$ cat src/rtl/sdinit_pkg.sv
package sdinit_pkg;

    typedef enum logic [3:0] {
        ST_IDLE,
        ST_WAKE,
        ST_RESET,
        ST_IFCOND,
        ST_V1_APP,
        ST_V1_OPCOND,
        ST_V2_PAUSE,
        ST_V2_OCR,
        ST_V2_APP,
        ST_V2_OPCOND,
        ST_V2_OCR_LAST,
        ST_BLKLEN,
        ST_END
    } seq_state_e;

    typedef enum logic [1:0] {
        KIND_NONE = 2'd0,
        KIND_V1   = 2'd1,
        KIND_V2   = 2'd2
    } card_kind_e;

    typedef struct packed {
        logic        dummy;
        logic [5:0]  idx;
        logic [31:0] arg;
    } cmd_req_t;

    localparam logic [5:0]  IDX_GO_IDLE  = 6'd0;
    localparam logic [5:0]  IDX_IF_COND  = 6'd8;
    localparam logic [5:0]  IDX_BLK_LEN  = 6'd16;
    localparam logic [5:0]  IDX_OP_COND  = 6'd41;
    localparam logic [5:0]  IDX_APP      = 6'd55;
    localparam logic [5:0]  IDX_READ_OCR = 6'd58;

    localparam logic [31:0] ARG_IF_COND  = 32'h0000_01AA;
    localparam logic [31:0] ARG_HCS      = 32'h4000_0000;
    localparam logic [31:0] ARG_BLK_512  = 32'd512;

    localparam logic [7:0]  R1_READY     = 8'h00;
    localparam logic [7:0]  R1_IDLE      = 8'h01;
    localparam logic [7:0]  R1_IDLE_ILL  = 8'h05;

    function automatic cmd_req_t make_cmd(input logic [5:0] idx, input logic [31:0] arg);
        cmd_req_t r;
        r.dummy = 1'b0;
        r.idx   = idx;
        r.arg   = arg;
        return r;
    endfunction

    function automatic cmd_req_t make_dummy();
        cmd_req_t r;
        r.dummy = 1'b1;
        r.idx   = '0;
        r.arg   = '1;
        return r;
    endfunction

endpackage

$ cat src/rtl/sdinit_countdown.sv
module sdinit_countdown #(
    parameter int W = 4
) (
    input  logic         clk,
    input  logic         rst,
    input  logic         load,
    input  logic [W-1:0] load_val,
    input  logic         dec,
    output logic         zero
);
    logic [W-1:0] cnt_q;

    always_ff @(posedge clk) begin
        if (rst) begin
            cnt_q <= '0;
        end else if (load) begin
            cnt_q <= load_val;
        end else if (dec && cnt_q != '0) begin
            cnt_q <= cnt_q - 1'b1;
        end
    end

    assign zero = (cnt_q == '0);
endmodule

$ cat src/rtl/sdinit_attempts.sv
module sdinit_attempts #(
    parameter int MAX_TRIES = 5000
) (
    input  logic clk,
    input  logic rst,
    input  logic clr,
    input  logic bump,
    output logic last
);
    localparam int W = $clog2(MAX_TRIES + 2);
    localparam logic [W-1:0] LAST_VAL = W'(MAX_TRIES - 1);

    logic [W-1:0] cnt_q;

    always_ff @(posedge clk) begin
        if (rst || clr) begin
            cnt_q <= '0;
        end else if (bump) begin
            cnt_q <= cnt_q + 1'b1;
        end
    end

    assign last = (cnt_q == LAST_VAL);
endmodule

$ cat src/rtl/sdinit_req_slot.sv
module sdinit_req_slot
    import sdinit_pkg::*;
(
    input  logic     clk,
    input  logic     rst,
    input  logic     load,
    input  cmd_req_t load_req,
    input  logic     ready,
    output logic     valid,
    output cmd_req_t held,
    output logic     accepted
);
    always_ff @(posedge clk) begin
        if (rst) begin
            valid <= 1'b0;
            held  <= '0;
        end else if (load) begin
            valid <= 1'b1;
            held  <= load_req;
        end else if (valid && ready) begin
            valid <= 1'b0;
        end
    end

    assign accepted = valid && ready;
endmodule

$ cat src/rtl/sdinit_seq.sv
module sdinit_seq
    import sdinit_pkg::*;
#(
    parameter int WAKE_BYTES   = 16,
    parameter int MAX_TRIES    = 5000,
    parameter int DELAY_CYCLES = 2_500_000
) (
    input  logic        clk,
    input  logic        rst,
    input  logic        start,
    output logic        req_valid,
    input  logic        req_ready,
    output logic        req_dummy,
    output logic [5:0]  req_idx,
    output logic [31:0] req_arg,
    input  logic        resp_valid,
    input  logic [7:0]  resp_r1,
    input  logic        resp_timeout,
    output logic        cs_hold,
    output logic        fast_clk,
    output logic        done,
    output logic        fail,
    output logic [1:0]  card_type,
    output logic        byte_addr
);
    localparam int WAKE_W = $clog2(WAKE_BYTES + 2);
    localparam int DLY_W  = $clog2(DELAY_CYCLES + 2);

    seq_state_e state_q, state_d;
    card_kind_e kind_q, kind_d;
    logic       sent_q, sent_d;
    logic       done_q, fail_q, fast_q, baddr_q, baddr_d;

    logic       want;
    cmd_req_t   pick;
    cmd_req_t   slot_req;
    logic       slot_valid, accepted;

    logic wake_load, wake_dec, wake_zero;
    logic pause_load, pause_dec, pause_zero;
    logic tries_clr, tries_bump, tries_last;
    logic launch, go_ok, go_fail;
    logic rsp_seen, rsp_ready, rsp_idle;

    assign rsp_seen  = resp_valid && sent_q && !slot_valid;
    assign rsp_ready = !resp_timeout && (resp_r1 == R1_READY);
    assign rsp_idle  = !resp_timeout && (resp_r1 == R1_IDLE);

    sdinit_req_slot u_slot (
        .clk      (clk),
        .rst      (rst),
        .load     (want && !sent_q),
        .load_req (pick),
        .ready    (req_ready),
        .valid    (slot_valid),
        .held     (slot_req),
        .accepted (accepted)
    );

    sdinit_countdown #(.W(WAKE_W)) u_wake (
        .clk      (clk),
        .rst      (rst),
        .load     (wake_load),
        .load_val (WAKE_W'(WAKE_BYTES)),
        .dec      (wake_dec),
        .zero     (wake_zero)
    );

    sdinit_countdown #(.W(DLY_W)) u_pause (
        .clk      (clk),
        .rst      (rst),
        .load     (pause_load),
        .load_val (DLY_W'(DELAY_CYCLES)),
        .dec      (pause_dec),
        .zero     (pause_zero)
    );

    sdinit_attempts #(.MAX_TRIES(MAX_TRIES)) u_tries (
        .clk  (clk),
        .rst  (rst),
        .clr  (tries_clr),
        .bump (tries_bump),
        .last (tries_last)
    );

    always_comb begin
        state_d    = state_q;
        sent_d     = sent_q;
        kind_d     = kind_q;
        baddr_d    = baddr_q;
        want       = 1'b0;
        pick       = '0;
        wake_load  = 1'b0;
        wake_dec   = 1'b0;
        pause_load = 1'b0;
        pause_dec  = 1'b0;
        tries_clr  = 1'b0;
        tries_bump = 1'b0;
        launch     = 1'b0;
        go_ok      = 1'b0;
        go_fail    = 1'b0;

        case (state_q)
            ST_IDLE, ST_END: begin
                if (start) begin
                    launch    = 1'b1;
                    wake_load = 1'b1;
                    sent_d    = 1'b0;
                    kind_d    = KIND_NONE;
                    state_d   = ST_WAKE;
                end
            end
            ST_WAKE: begin
                pick = make_dummy();
                if (accepted) begin
                    wake_dec = 1'b1;
                    sent_d   = 1'b0;
                end else if (!sent_q) begin
                    if (wake_zero) state_d = ST_RESET;
                    else           want    = 1'b1;
                end
            end
            ST_RESET: begin
                pick = make_cmd(IDX_GO_IDLE, '0);
                want = 1'b1;
                if (rsp_seen) begin
                    sent_d = 1'b0;
                    if (rsp_idle) state_d = ST_IFCOND;
                    else          go_fail = 1'b1;
                end
            end
            ST_IFCOND: begin
                pick = make_cmd(IDX_IF_COND, ARG_IF_COND);
                want = 1'b1;
                if (rsp_seen) begin
                    sent_d    = 1'b0;
                    tries_clr = 1'b1;
                    if (rsp_idle) begin
                        kind_d     = KIND_V2;
                        baddr_d    = 1'b0;
                        pause_load = 1'b1;
                        state_d    = ST_V2_PAUSE;
                    end else if (!resp_timeout && resp_r1 == R1_IDLE_ILL) begin
                        kind_d  = KIND_V1;
                        baddr_d = 1'b1;
                        state_d = ST_V1_APP;
                    end else begin
                        go_fail = 1'b1;
                    end
                end
            end
            ST_V1_APP: begin
                pick = make_cmd(IDX_APP, '0);
                want = 1'b1;
                if (rsp_seen) begin
                    sent_d  = 1'b0;
                    state_d = ST_V1_OPCOND;
                end
            end
            ST_V1_OPCOND: begin
                pick = make_cmd(IDX_OP_COND, '0);
                want = 1'b1;
                if (rsp_seen) begin
                    sent_d = 1'b0;
                    if (rsp_ready)       state_d = ST_BLKLEN;
                    else if (tries_last) go_fail = 1'b1;
                    else begin
                        tries_bump = 1'b1;
                        state_d    = ST_V1_APP;
                    end
                end
            end
            ST_V2_PAUSE: begin
                pause_dec = 1'b1;
                if (pause_zero) state_d = ST_V2_OCR;
            end
            ST_V2_OCR: begin
                pick = make_cmd(IDX_READ_OCR, '0);
                want = 1'b1;
                if (rsp_seen) begin
                    sent_d  = 1'b0;
                    state_d = ST_V2_APP;
                end
            end
            ST_V2_APP: begin
                pick = make_cmd(IDX_APP, '0);
                want = 1'b1;
                if (rsp_seen) begin
                    sent_d  = 1'b0;
                    state_d = ST_V2_OPCOND;
                end
            end
            ST_V2_OPCOND: begin
                pick = make_cmd(IDX_OP_COND, ARG_HCS);
                want = 1'b1;
                if (rsp_seen) begin
                    sent_d = 1'b0;
                    if (rsp_ready)       state_d = ST_V2_OCR_LAST;
                    else if (tries_last) go_fail = 1'b1;
                    else begin
                        tries_bump = 1'b1;
                        pause_load = 1'b1;
                        state_d    = ST_V2_PAUSE;
                    end
                end
            end
            ST_V2_OCR_LAST: begin
                pick = make_cmd(IDX_READ_OCR, '0);
                want = 1'b1;
                if (rsp_seen) begin
                    sent_d  = 1'b0;
                    state_d = ST_BLKLEN;
                end
            end
            ST_BLKLEN: begin
                pick = make_cmd(IDX_BLK_LEN, ARG_BLK_512);
                want = 1'b1;
                if (rsp_seen) begin
                    sent_d = 1'b0;
                    if (rsp_ready) go_ok   = 1'b1;
                    else           go_fail = 1'b1;
                end
            end
            default: state_d = ST_IDLE;
        endcase

        if (want && !sent_q) sent_d = 1'b1;
        if (go_ok || go_fail) state_d = ST_END;
        if (go_fail) kind_d = KIND_NONE;
    end

    always_ff @(posedge clk) begin
        if (rst) begin
            state_q <= ST_IDLE;
            sent_q  <= 1'b0;
            kind_q  <= KIND_NONE;
            baddr_q <= 1'b0;
            done_q  <= 1'b0;
            fail_q  <= 1'b0;
            fast_q  <= 1'b0;
        end else begin
            state_q <= state_d;
            sent_q  <= sent_d;
            kind_q  <= kind_d;
            baddr_q <= baddr_d;
            if (launch) begin
                done_q <= 1'b0;
                fail_q <= 1'b0;
                fast_q <= 1'b0;
            end else if (go_ok) begin
                done_q <= 1'b1;
                fail_q <= 1'b0;
                fast_q <= 1'b1;
            end else if (go_fail) begin
                done_q <= 1'b1;
                fail_q <= 1'b1;
                fast_q <= 1'b0;
            end
        end
    end

    assign req_valid = slot_valid;
    assign req_dummy = slot_req.dummy;
    assign req_idx   = slot_req.idx;
    assign req_arg   = slot_req.arg;
    assign cs_hold   = (state_q == ST_WAKE);
    assign fast_clk  = fast_q;
    assign done      = done_q;
    assign fail      = fail_q;
    assign card_type = done_q ? kind_q : KIND_NONE;
    assign byte_addr = baddr_q;
endmodule

$ cat config.mk
export PLATFORM = sky130hd
export DESIGN_NAME = sdinit_seq
export DESIGN_NICKNAME = d
export VERILOG_FILES = /design/src/rtl/sdinit_pkg.sv /design/src/rtl/sdinit_countdown.sv /design/src/rtl/sdinit_attempts.sv /design/src/rtl/sdinit_req_slot.sv /design/src/rtl/sdinit_seq.sv
export SDC_FILE = /design/constraint.sdc
export NUM_CORES = 1
export LEC_CHECK = 0
export ABC_AREA = 1
export CAP_MARGIN = 10
export CORE_UTILIZATION = 50
export DETAILED_ROUTE_END_ITERATION = 16
export DONT_BUFFER_PORTS = 1
export GPL_TIMING_DRIVEN = 0
export MAX_ROUTING_LAYER = met4
export PLACE_DENSITY = 0.66
export SYNTH_ARGS = -nofsm -noshare
export SYNTH_HDL_FRONTEND = slang
export SYNTH_HIERARCHICAL = 1
export SYNTH_SLANG_ARGS = --single-unit
$ cat constraint.sdc
create_clock -name clk -period 3.1 [get_ports clk]
set_clock_uncertainty 0.2 [all_clocks]
set_input_delay 0.465 -clock clk [delete_from_list [all_inputs] [get_ports clk]]
set_output_delay 0.465 -clock clk [all_outputs]
set_load 0.02 [all_outputs]
==> results of run 1 <==
## worst min-delay path, delay by kind of cell
kind	cells	cell delay, ns
AND/OR/NAND/NOR	2	0.08
buffers and inverters	1	0.02
## synth_stat cells, drive strengths merged
cell type	instances	area (um2)
o21ai	61	309
xor2	8	70.1
nand3	67	368
clkbuf	5	18.8
o211ai	1	7.51
clkinv	1	5.00
nand4	11	75.1
buf	16	168
o22ai	1	6.26
o31ai	1	7.51
nor4	2	12.5
inv	93	357
dfxtp	91	1820
conb	2	7.51
a31oi	1	6.26
o221ai	1	8.76
nor2	214	948
ha	3	37.5
o311ai	1	8.76
and2	1	6.26
nor3	6	30.0
o21bai	5	37.5
a21oi	38	213
o41ai	1	8.76
nand2	182	746
## worst max path at each step
stage,start,to
5_1_grt,state_q[2],u_tries/cnt_q[5]
3_3_place_gp,state_q[0],u_pause/cnt_q[20]
3_5_place_dp,state_q[0],u_pause/cnt_q[20]
6_report,state_q[0],u_tries/cnt_q[5]
2_1_floorplan,state_q[3],u_pause/cnt_q[14]
4_1_cts,state_q[0],u_pause/cnt_q[20]
## area by class of cell
type | instances | area, um2
well taps | 136 | 170
repair buffers | 1 | 10.0
flip-flops and latches | 91 | 1820
fillers | 1038 | 4520
inverters | 94 | 362
clock inverters | 6 | 42.5
clock buffers | 9 | 124
multi-input cells | 632 | 3040
plain buffers | 21 | 188
## logic make-up after synthesis
| kind of cell | after synthesis | synth area share, % |
|---|---|---|
| xor+xnor | 8 | 1.33 |
| fa+ha+maj | 3 | 0.710 |
| other cells | 2 | 0.142 |
| flops | 91 | 34.5 |
| buf+inv | 115 | 10.4 |
| compound gates | 111 | 11.6 |
| simple gates | 483 | 41.4 |
## timing repair
item	CTS	global route
hold buffers	1	0
hold endpoints to repair	3	0
gates resized for setup	3	3
endpoints found under the setup margin	15	9
pin swaps	0	1
## sequential cells by signal, indices dropped and copies added, names as in the netlist
| name | count |
|---|---|
| u_tries/cnt_q | 13 |
| u_slot/held | 39 |
| state_q | 4 |
| fast_clk | 1 |
| u_wake/cnt_q | 5 |
| kind_q | 2 |
| byte_addr | 1 |
| done | 1 |
| u_pause/cnt_q | 22 |
| u_slot/valid | 1 |
| fail | 1 |
| sent_q | 1 |
## power breakdown
group          switching (mW)  internal, mW  total [mW]
logic                    1.37         0.815        2.18
registers               0.343          1.39        1.73
clock network           0.437         0.289       0.726
total                    2.15          2.49        4.64
## routing by layer
layer | share of wire (%) | track usage [%]
met5 | 0 | -
met4 | 2.1 | 11.4
met3 | 4.4 | 3.62
met2 | 47 | 39.9
met1 | 47 | 30.4
## stage by stage
step	area, um2	hold slack [ns]	TNS, ns	total power [mW]
after global placement	5550	0.251	-2.82	3.87
after detailed placement	5550	0.254	-3.45	3.92
after floorplan	5380	0.237	0	3.53
final	5760	0.0246	0	4.64
after global routing	5760	0.0170	-0.00464	5.02
after CTS	5750	0.00672	0	4.67
==> qor.txt, run 1 <==
most frequent CP cell: nand2_2
Leak: 2.83 nW
Slew Limit Fails: 0
type of the worst setup path: register to register
Worst EP required: 3.17 ns
Total Routing Usage GR: 24.7%
WHS Path Cells: 3
RSZ-0062 raised after global routing: true
GPL Wtd Cong: 0.898
die width: 105 um
most frequent cells in the layout: 165 x nand2_1, 163 x nor2_1, 91 x dfxtp_1
largest net degree at the start of global routing: 27
TritonRoute pass-1 iters: 5
max incr delay on CP: 0.85 ns
DP HPWL: 9400 um
WHS Endpoint: u_wake/cnt_q[1]
crit path cell chain: inv_2 > nor2_4 > nand2_2 > nor4_1 > nand2_2 > nor2_4 > nand2_2 > o21ai_0 > a21oi_1
critical path's top delay family: simple AND/OR/NAND/NOR gates
Skew-Pair Late Insertion Delay: 0.38 ns
status: complete, no violations
vias in the first global route: 4850
FP Rows: 37
layout cells sized above 1: 14.1%
WP data arrival: 2.91 ns
first-pass GRT wire length: 21500 um
nets: 867
utilization after layout: 56.0%
R2R cell count: 9
die area: 11000 um2
CP Capture Type: register
Hold WC Path Type: input pin to register
Total Routed Length: 12600 um
CP startpoint kind: register
register area share after synthesis: 34.5%
WL/cell: 12.7 um
Final Hold Fails: 0
DRC violations left: 0
I/O Pins: 61
Layout Cells excl Fill: 990
Slew headroom: 17.9%
Reg clk slew, reported paths: 0.09 ns
VDD IR max: 0.450 mV
diode count: 0
max-cap violations: 0
f_max: 352 MHz
antenna-violating nets left: 0
Port Buffers: 0
vias post-DR: 5110
Final min period: 2.84 ns
Synth Register Bits: 91
final-report setup violation count: 0
flop-to-flop setup slack: 0.26 ns
# H-tree levels: 3
Synth Warn #: 6
Mapped Area: 5280 um2
Cells after Synth: 813
setup ws final: 0.260 ns
R2R Path Start: state_q[0]
core area: 10300 um2
worst hold start: rst
clk buf depth: 2
total setup buffers inserted after CTS: 0
drt initial violations: 273
Num Clock Sinks: 91
Slew @ Worst Pin: 1.23 ns
worst path bufs/invs: 1
CTS root buf: clkbuf_8
Overflow after GRT: 0
Pwr Density: 806 nW/um2
CTS tree: yes
slowest stage cell, crit path: nor4_1
Synth cell types: 42
CP max FO: 10
critical path depth: 9
R2R Path End: u_tries/cnt_q[5]
syn avg cell area: 6.50 um2
post-DR vias/cell: 5.16
commonest non-fill, non-tap cell in the layout: nand2_1
CTS buffer count: 9
Tcrit/Tclk final: 91.6%
initial antenna violation count: 0
placed cells: 974
Starting Density: 51.4%
Post-Place Worst Slack: -0.416 ns
Syn-to-layout area delta: 8.97%
height of the die: 105 um
(Power assumes the default switching activity.)
==> run 2, diff against run 1 <==
- CORE_UTILIZATION: 50 -> 65
- PLACE_DENSITY: 0.66 -> 0.82
- clock period: 3.1 -> 2.9 ns (I/O delays scaled with it)
==> run 2 against run 1 <==
Net effect:
- sequential cell count did not move
- critical path depth rose by 3
- design area rose by 0.78%
- critical path type unchanged
- largest cell class unchanged
- largest power group unchanged
==> qor.txt, run 2 (synthesized netlist as in run 1, its figures left out) <==
status: complete, no violations
DR WL met2: 6320 um
GPL Wtd Cong: 1.02
# H-tree levels: 3
f_max: 369 MHz
power share of the combinational group: 46.5%
crit path from: u_tries/cnt_q[0]
FP Rows: 32
DRC violations left: 0
crit path cell chain: ha_1 > nand3_1 > nor4_4 > o41ai_4 > inv_1 > buf_2 > nand3_2 > inv_1 > nand2_1 > nand3_1 > nand2_1 > inv_1
Hold WC Path Type: input pin to register
Pwr Density: 892 nW/um2
most frequent CP cell: inv_1
TritonRoute pass-1 iters: 5
commonest non-fill, non-tap cell in the layout: nand2_1
height of the die: 92.2 um
Flop pwr share: 35.8%
CTS root buf: clkbuf_8
max incr delay on CP: 0.42 ns
CTS buffer count: 9
vias in the first global route: 4714
layout cells sized above 1: 14.5%
Slew Limit Fails: 0
CP startpoint kind: register
DR top layer: met4
Tcrit/Tclk final: 93.5%
final-report setup violation count: 0
power share of the clock group: 17.7%
RSZ-0062 raised after global routing: false
Slew headroom: 55.3%
met3 WL post-DR: 695 um
diode count: 0
Total Routing Usage GR: 31.6%
switching portion of total power: 46.0%
I/O Pins: 61
DP HPWL: 9230 um
Filler cells: 647
CP Capture Type: register
Final Hold Fails: 0
biggest regs: u_slot/held x39, u_pause/cnt_q x22, u_tries/cnt_q x13
Overflow after GRT: 0
slowest stage cell, crit path: nor4_4
first-pass GRT wire length: 21100 um
max-cap violations: 0
CP max FO: 10
Num Clock Sinks: 91
Port Buffers: 0
Total Routed Length: 12900 um
nets: 869
max reg flops: 39
Layout Cells excl Fill: 959
Reg clk slew, reported paths: 0.10 ns
placed cells: 940
largest net degree at the start of global routing: 27
core area: 7810 um2
Syn-to-layout area delta: 9.83%
worst hold start: rst
die area: 8490 um2
R2R Path Start: u_tries/cnt_q[0]
WL/cell: 13.4 um
VDD IR max: 0.584 mV
Slew @ Worst Pin: 0.666 ns
clk buf depth: 2
drt initial violations: 334
post-DR vias/cell: 5.34
Worst EP required: 3.01 ns
die width: 92.2 um
final hold slack: 0.0117 ns
initial antenna violation count: 0
Power Total: 5.18 mW
most frequent cells in the layout: 165 x nand2_1, 163 x nor2_1, 91 x dfxtp_1
antenna-violating nets left: 0
largest register by flop count: u_slot/held
Starting Density: 67.7%
P_sw: 2.38 mW
Leak: 2.88 nW
CTS tree: yes
Pint: 2.80 mW
Final Cell Area: 5800 um2
placed inst area: 5510 um2
WP data arrival: 2.82 ns
vias post-DR: 5121
type of the worst setup path: register to register
Skew-Pair Late Insertion Delay: 0.37 ns
Final min period: 2.71 ns
routed length on met1: 5710 um
-- run 2: what timing repair did --
action	in CTS	in global routing
endpoints found under the setup margin	22	17
buffers inserted	0	1
gates cloned	0	0
resized for setup	5	3
endpoints found under the hold margin	4	0
hold buffers	1	0
-- run 2: final cells by class --
| cell class | instances | area (um2) | area share (%) |
|---|---|---|---|
| flip-flops and latches | 91 | 1820 | 31.4 |
| multi-input cells | 632 | 3060 | 52.7 |
| clock buffers | 9 | 124 | 2.13 |
| inverters | 94 | 362 | 6.23 |
| clock inverters | 7 | 80.1 | 1.38 |
| well taps | 102 | 128 | 2.20 |
| repair buffers | 3 | 45.0 | 0.776 |
| plain buffers | 21 | 188 | 3.23 |
-- run 2: layer usage --
metal	global-route usage (%)	vias to the layer above
met4	10.2	0
met1	38.9	2326
met3	4.56	15
li1	-	2625
met2	53.4	155
met5	-	-
-- run 2: worst paths after layout --
path	endpoint	slack, ns	depth (start not counted)
worst max-delay path	u_pause/cnt_q[20]	0.19	12
worst min-delay path	u_wake/cnt_q[3]	0.01	3
worst max register to register	u_pause/cnt_q[20]	0.19	12
worst min register to register	kind_q[1]	0.27	2
-- run 2: through the flow --
step	worst slack (ns)	TNS (ns)	util (%)
after floorplan	0.271	0	-
after CTS	0.104	0	73.7
after global routing	0.0392	0	74.3
after detailed placement	-0.491	-5.17	70.5
after global placement	-0.483	-4.87	70.5
final	0.189	0	74.3
-- run 2: power by group through the flow --
stage               registers (mW)  logic [mW]  clock network (mW)
finish                        1.86        2.41               0.914
global route                  1.88        2.69               0.977
CTS                           1.85        2.35               0.924
detailed placement            1.88        2.31                   0
global placement              1.88        2.24                   0
floorplan                     1.83        1.94                   0
-- run 2: worst max-delay path: cells and delay by family, from the launching register on --
family | cells | cell delay [ns]
adder cells (fa/ha/maj) | 1 | 0.25
AND/OR/NAND/NOR | 6 | 1.00
AO/OA/AOI/OAI | 1 | 0.15
buffers and inverters | 4 | 0.66
flip-flops | 1 | 0.40
==> run 3, diff against run 2 <==
- ABC_AREA: 1 -> not set
- RECOVER_POWER: not set -> 50
==> run 3 against run 2 <==
Net effect:
- critical path depth decreased by 1
- setup slack got worse by 0.038 ns
- combinational power increased by 2%
- critical endpoint is now state_q[0]
- largest power group unchanged
==> qor.txt, run 3 <==
Slew @ Worst Pin: 0.949 ns
Layout Cells excl Fill: 710
Total Routing Usage GR: 30.5%
Post-Place Worst Slack: -0.0438 ns
type of the worst setup path: register to register
DR WL met2: 5740 um
Total Routed Length: 11900 um
Port Buffers: 0
RSZ-0062 raised after global routing: true
WP data arrival: 2.81 ns
I/O Pins: 61
# H-tree levels: 3
critical path endpoint: state_q[0]
CP Capture Type: register
Final min period: 2.75 ns
layout cells sized above 1: 15.9%
Cells after Synth: 568
top post-synthesis cells by count: 99 x nor2_1, 91 x dfxtp_1, 47 x mux2i_1
Slew Limit Fails: 0
CP max FO: 7
drt initial violations: 261
status: complete, no violations
Synth Register Bits: 91
VDD IR max: 1.04 mV
max-cap violations: 0
core area: 7410 um2
Final Cell Area: 5600 um2
top-area cell type share of the netlist area: 36.0%
vias post-DR: 4322
final-report setup violation count: 0
Worst EP required: 2.96 ns
Pwr Density: 918 nW/um2
CTS tree: yes
die width: 90.3 um
cell with the most instances after synthesis: nor2_1
post-DR vias/cell: 6.09
initial antenna violation count: 0
max reg flops: 39
biggest regs: u_slot/held x39, u_pause/cnt_q x22, u_tries/cnt_q x13
Synth cell types: 88
GPL Wtd Cong: 0.944
Reg clk slew, reported paths: 0.11 ns
placed inst area: 5300 um2
R2R Path Start: u_wake/cnt_q[0]
diode count: 0
TritonRoute pass-1 iters: 5
Post-synth top flop: dfxtp_1
WL/cell: 16.7 um
DRC violations left: 0
most frequent cells in the layout: 97 x nor2_1, 91 x dfxtp_1, 46 x mux2i_1
final hold slack: 0.0323 ns
CP startpoint kind: register
DP HPWL: 8240 um
largest cells by area after synthesis: dfxtp_1 36%, mux2i_1 9.3%, nor2_1 7.3%
largest net degree at the start of global routing: 21
Synth Warn #: 6
placed cells: 693
commonest non-fill, non-tap cell in the layout: nor2_1
FP Rows: 31
Skew-Pair Late Insertion Delay: 0.38 ns
ys async rst share: 0%
nets: 623
post-synth top area cell: dfxtp_1
Num Clock Sinks: 91
f_max: 364 MHz
register area share after synthesis: 36.0%
vias in the first global route: 4093
Syn-to-layout area delta: 10.5%
met3 WL post-DR: 855 um
die area: 8150 um2
clk buf depth: 2
R2R cell count: 11
CTS root buf: clkbuf_8
DR top layer: met4
flop-to-flop setup slack: 0.15 ns
crit path from: u_wake/cnt_q[0]
height of the die: 90.3 um
Overflow after GRT: 0
Mapped Area: 5070 um2
Final Hold Fails: 0
syn avg cell area: 8.92 um2
setup ws final: 0.151 ns
Leak: 2.04 nW
Starting Density: 68.4%
R2R Path End: state_q[0]
Post-synth EDFFs: 0
CTS buffer count: 9
routed length on met1: 5170 um
Slew headroom: 36.1%
largest register by flop count: u_slot/held
total setup buffers inserted after CTS: 0
Tcrit/Tclk final: 94.8%
antenna-violating nets left: 0
first-pass GRT wire length: 19700 um
Hold WC Path Type: input pin to register
run 3: cell count changes in the layout (fill, tap and decap cells not counted), moves of 10 or more:
cell | previous run | this run
a211oi_1 | 0 | 10
xnor2_1 | 0 | 10
a311oi_1 | 0 | 10
nand3_1 | 61 | 15
nand2_1 | 165 | 29
nor2_2 | 47 | 2
mux2i_1 | 0 | 46
nor2_1 | 163 | 97
o21ai_0 | 57 | 11
inv_1 | 88 | 15
nand2_2 | 13 | 2
run 3: cell type report:
type | instances | area [um2]
repair buffers | 3 | 22.5
multi-input cells | 449 | 3060
flip-flops and latches | 91 | 1820
inverters | 18 | 67.6
fillers | 556 | 1810
clock inverters | 7 | 93.8
well taps | 99 | 124
clock buffers | 9 | 124
plain buffers | 34 | 280
run 3: worst min path at each step:
stage | startpoint | end | slack, ns | cells past startpoint
after global placement | kind_q[1] | kind_q[1] | 0.25 | 2
after floorplan | kind_q[1] | kind_q[1] | 0.24 | 2
after CTS | req_ready | u_slot/valid | 0.02 | 2
after detailed placement | u_tries/cnt_q[12] | u_tries/cnt_q[12] | 0.27 | 2
after global routing | req_ready | u_slot/valid | 0.02 | 2
final | rst | sent_q | 0.03 | 1
run 3: layer usage:
layer  up-vias  track usage (%)
li1       2118                -
met2       138             49.8
met3        12             7.66
met5         -                -
met1      2054             37.9
met4         0             7.26
run 3: repair_timing:
| item | in CTS | in global routing |
|---|---|---|
| hold endpoints to repair | 8 | 0 |
| endpoints found under the setup margin | 4 | 70 |
| hold buffers | 1 | 0 |
| cloned | 0 | 0 |
| gates resized for setup | 3 | 16 |
run 3: worst max-delay path, stage by stage, from the launching register on:
cell and delay [ns]:
dfxtp_1 0.33, inv_1 0.09, ha_1 0.16, or4b_1 0.46, buf_6 0.16, inv_1 0.06, or3b_2 0.45, a2bb2oi_2 0.14
and3_1 0.19, buf_6 0.13, mux2i_2 0.22, nor3_2 0.05
run 3: cells by family (layout without fill, tap and decap cells):
logic type | after synthesis | after routing | synth area share, %
flops | 91 | 91 | 36.0
xor+xnor | 14 | 14 | 2.42
mux | 47 | 47 | 9.28
fa+ha+maj | 3 | 3 | 0.741
compound gates | 105 | 105 | 16.7
other cells | 2 | 27 | 0.148
simple gates | 253 | 253 | 27.9
buf+inv | 53 | 71 | 6.86
run 3: power breakdown:
part	leakage, nW	internal, mW	switching (mW)
clock	0.107	0.352	0.533
combinational	1.19	1.14	1.31
sequential	0.737	1.46	0.346
total	2.04	2.95	2.19
run 3: metrics by stage:
stage	setup TNS (ns)	power (mW)	util, %
after floorplan	0	3.76	-
after global placement	-10.98	4.11	71.3
after detailed placement	-0.0626	4.18	71.5
after CTS	0	5.08	74.7
after global routing	0	5.42	75.6
final	0	5.14	75.6
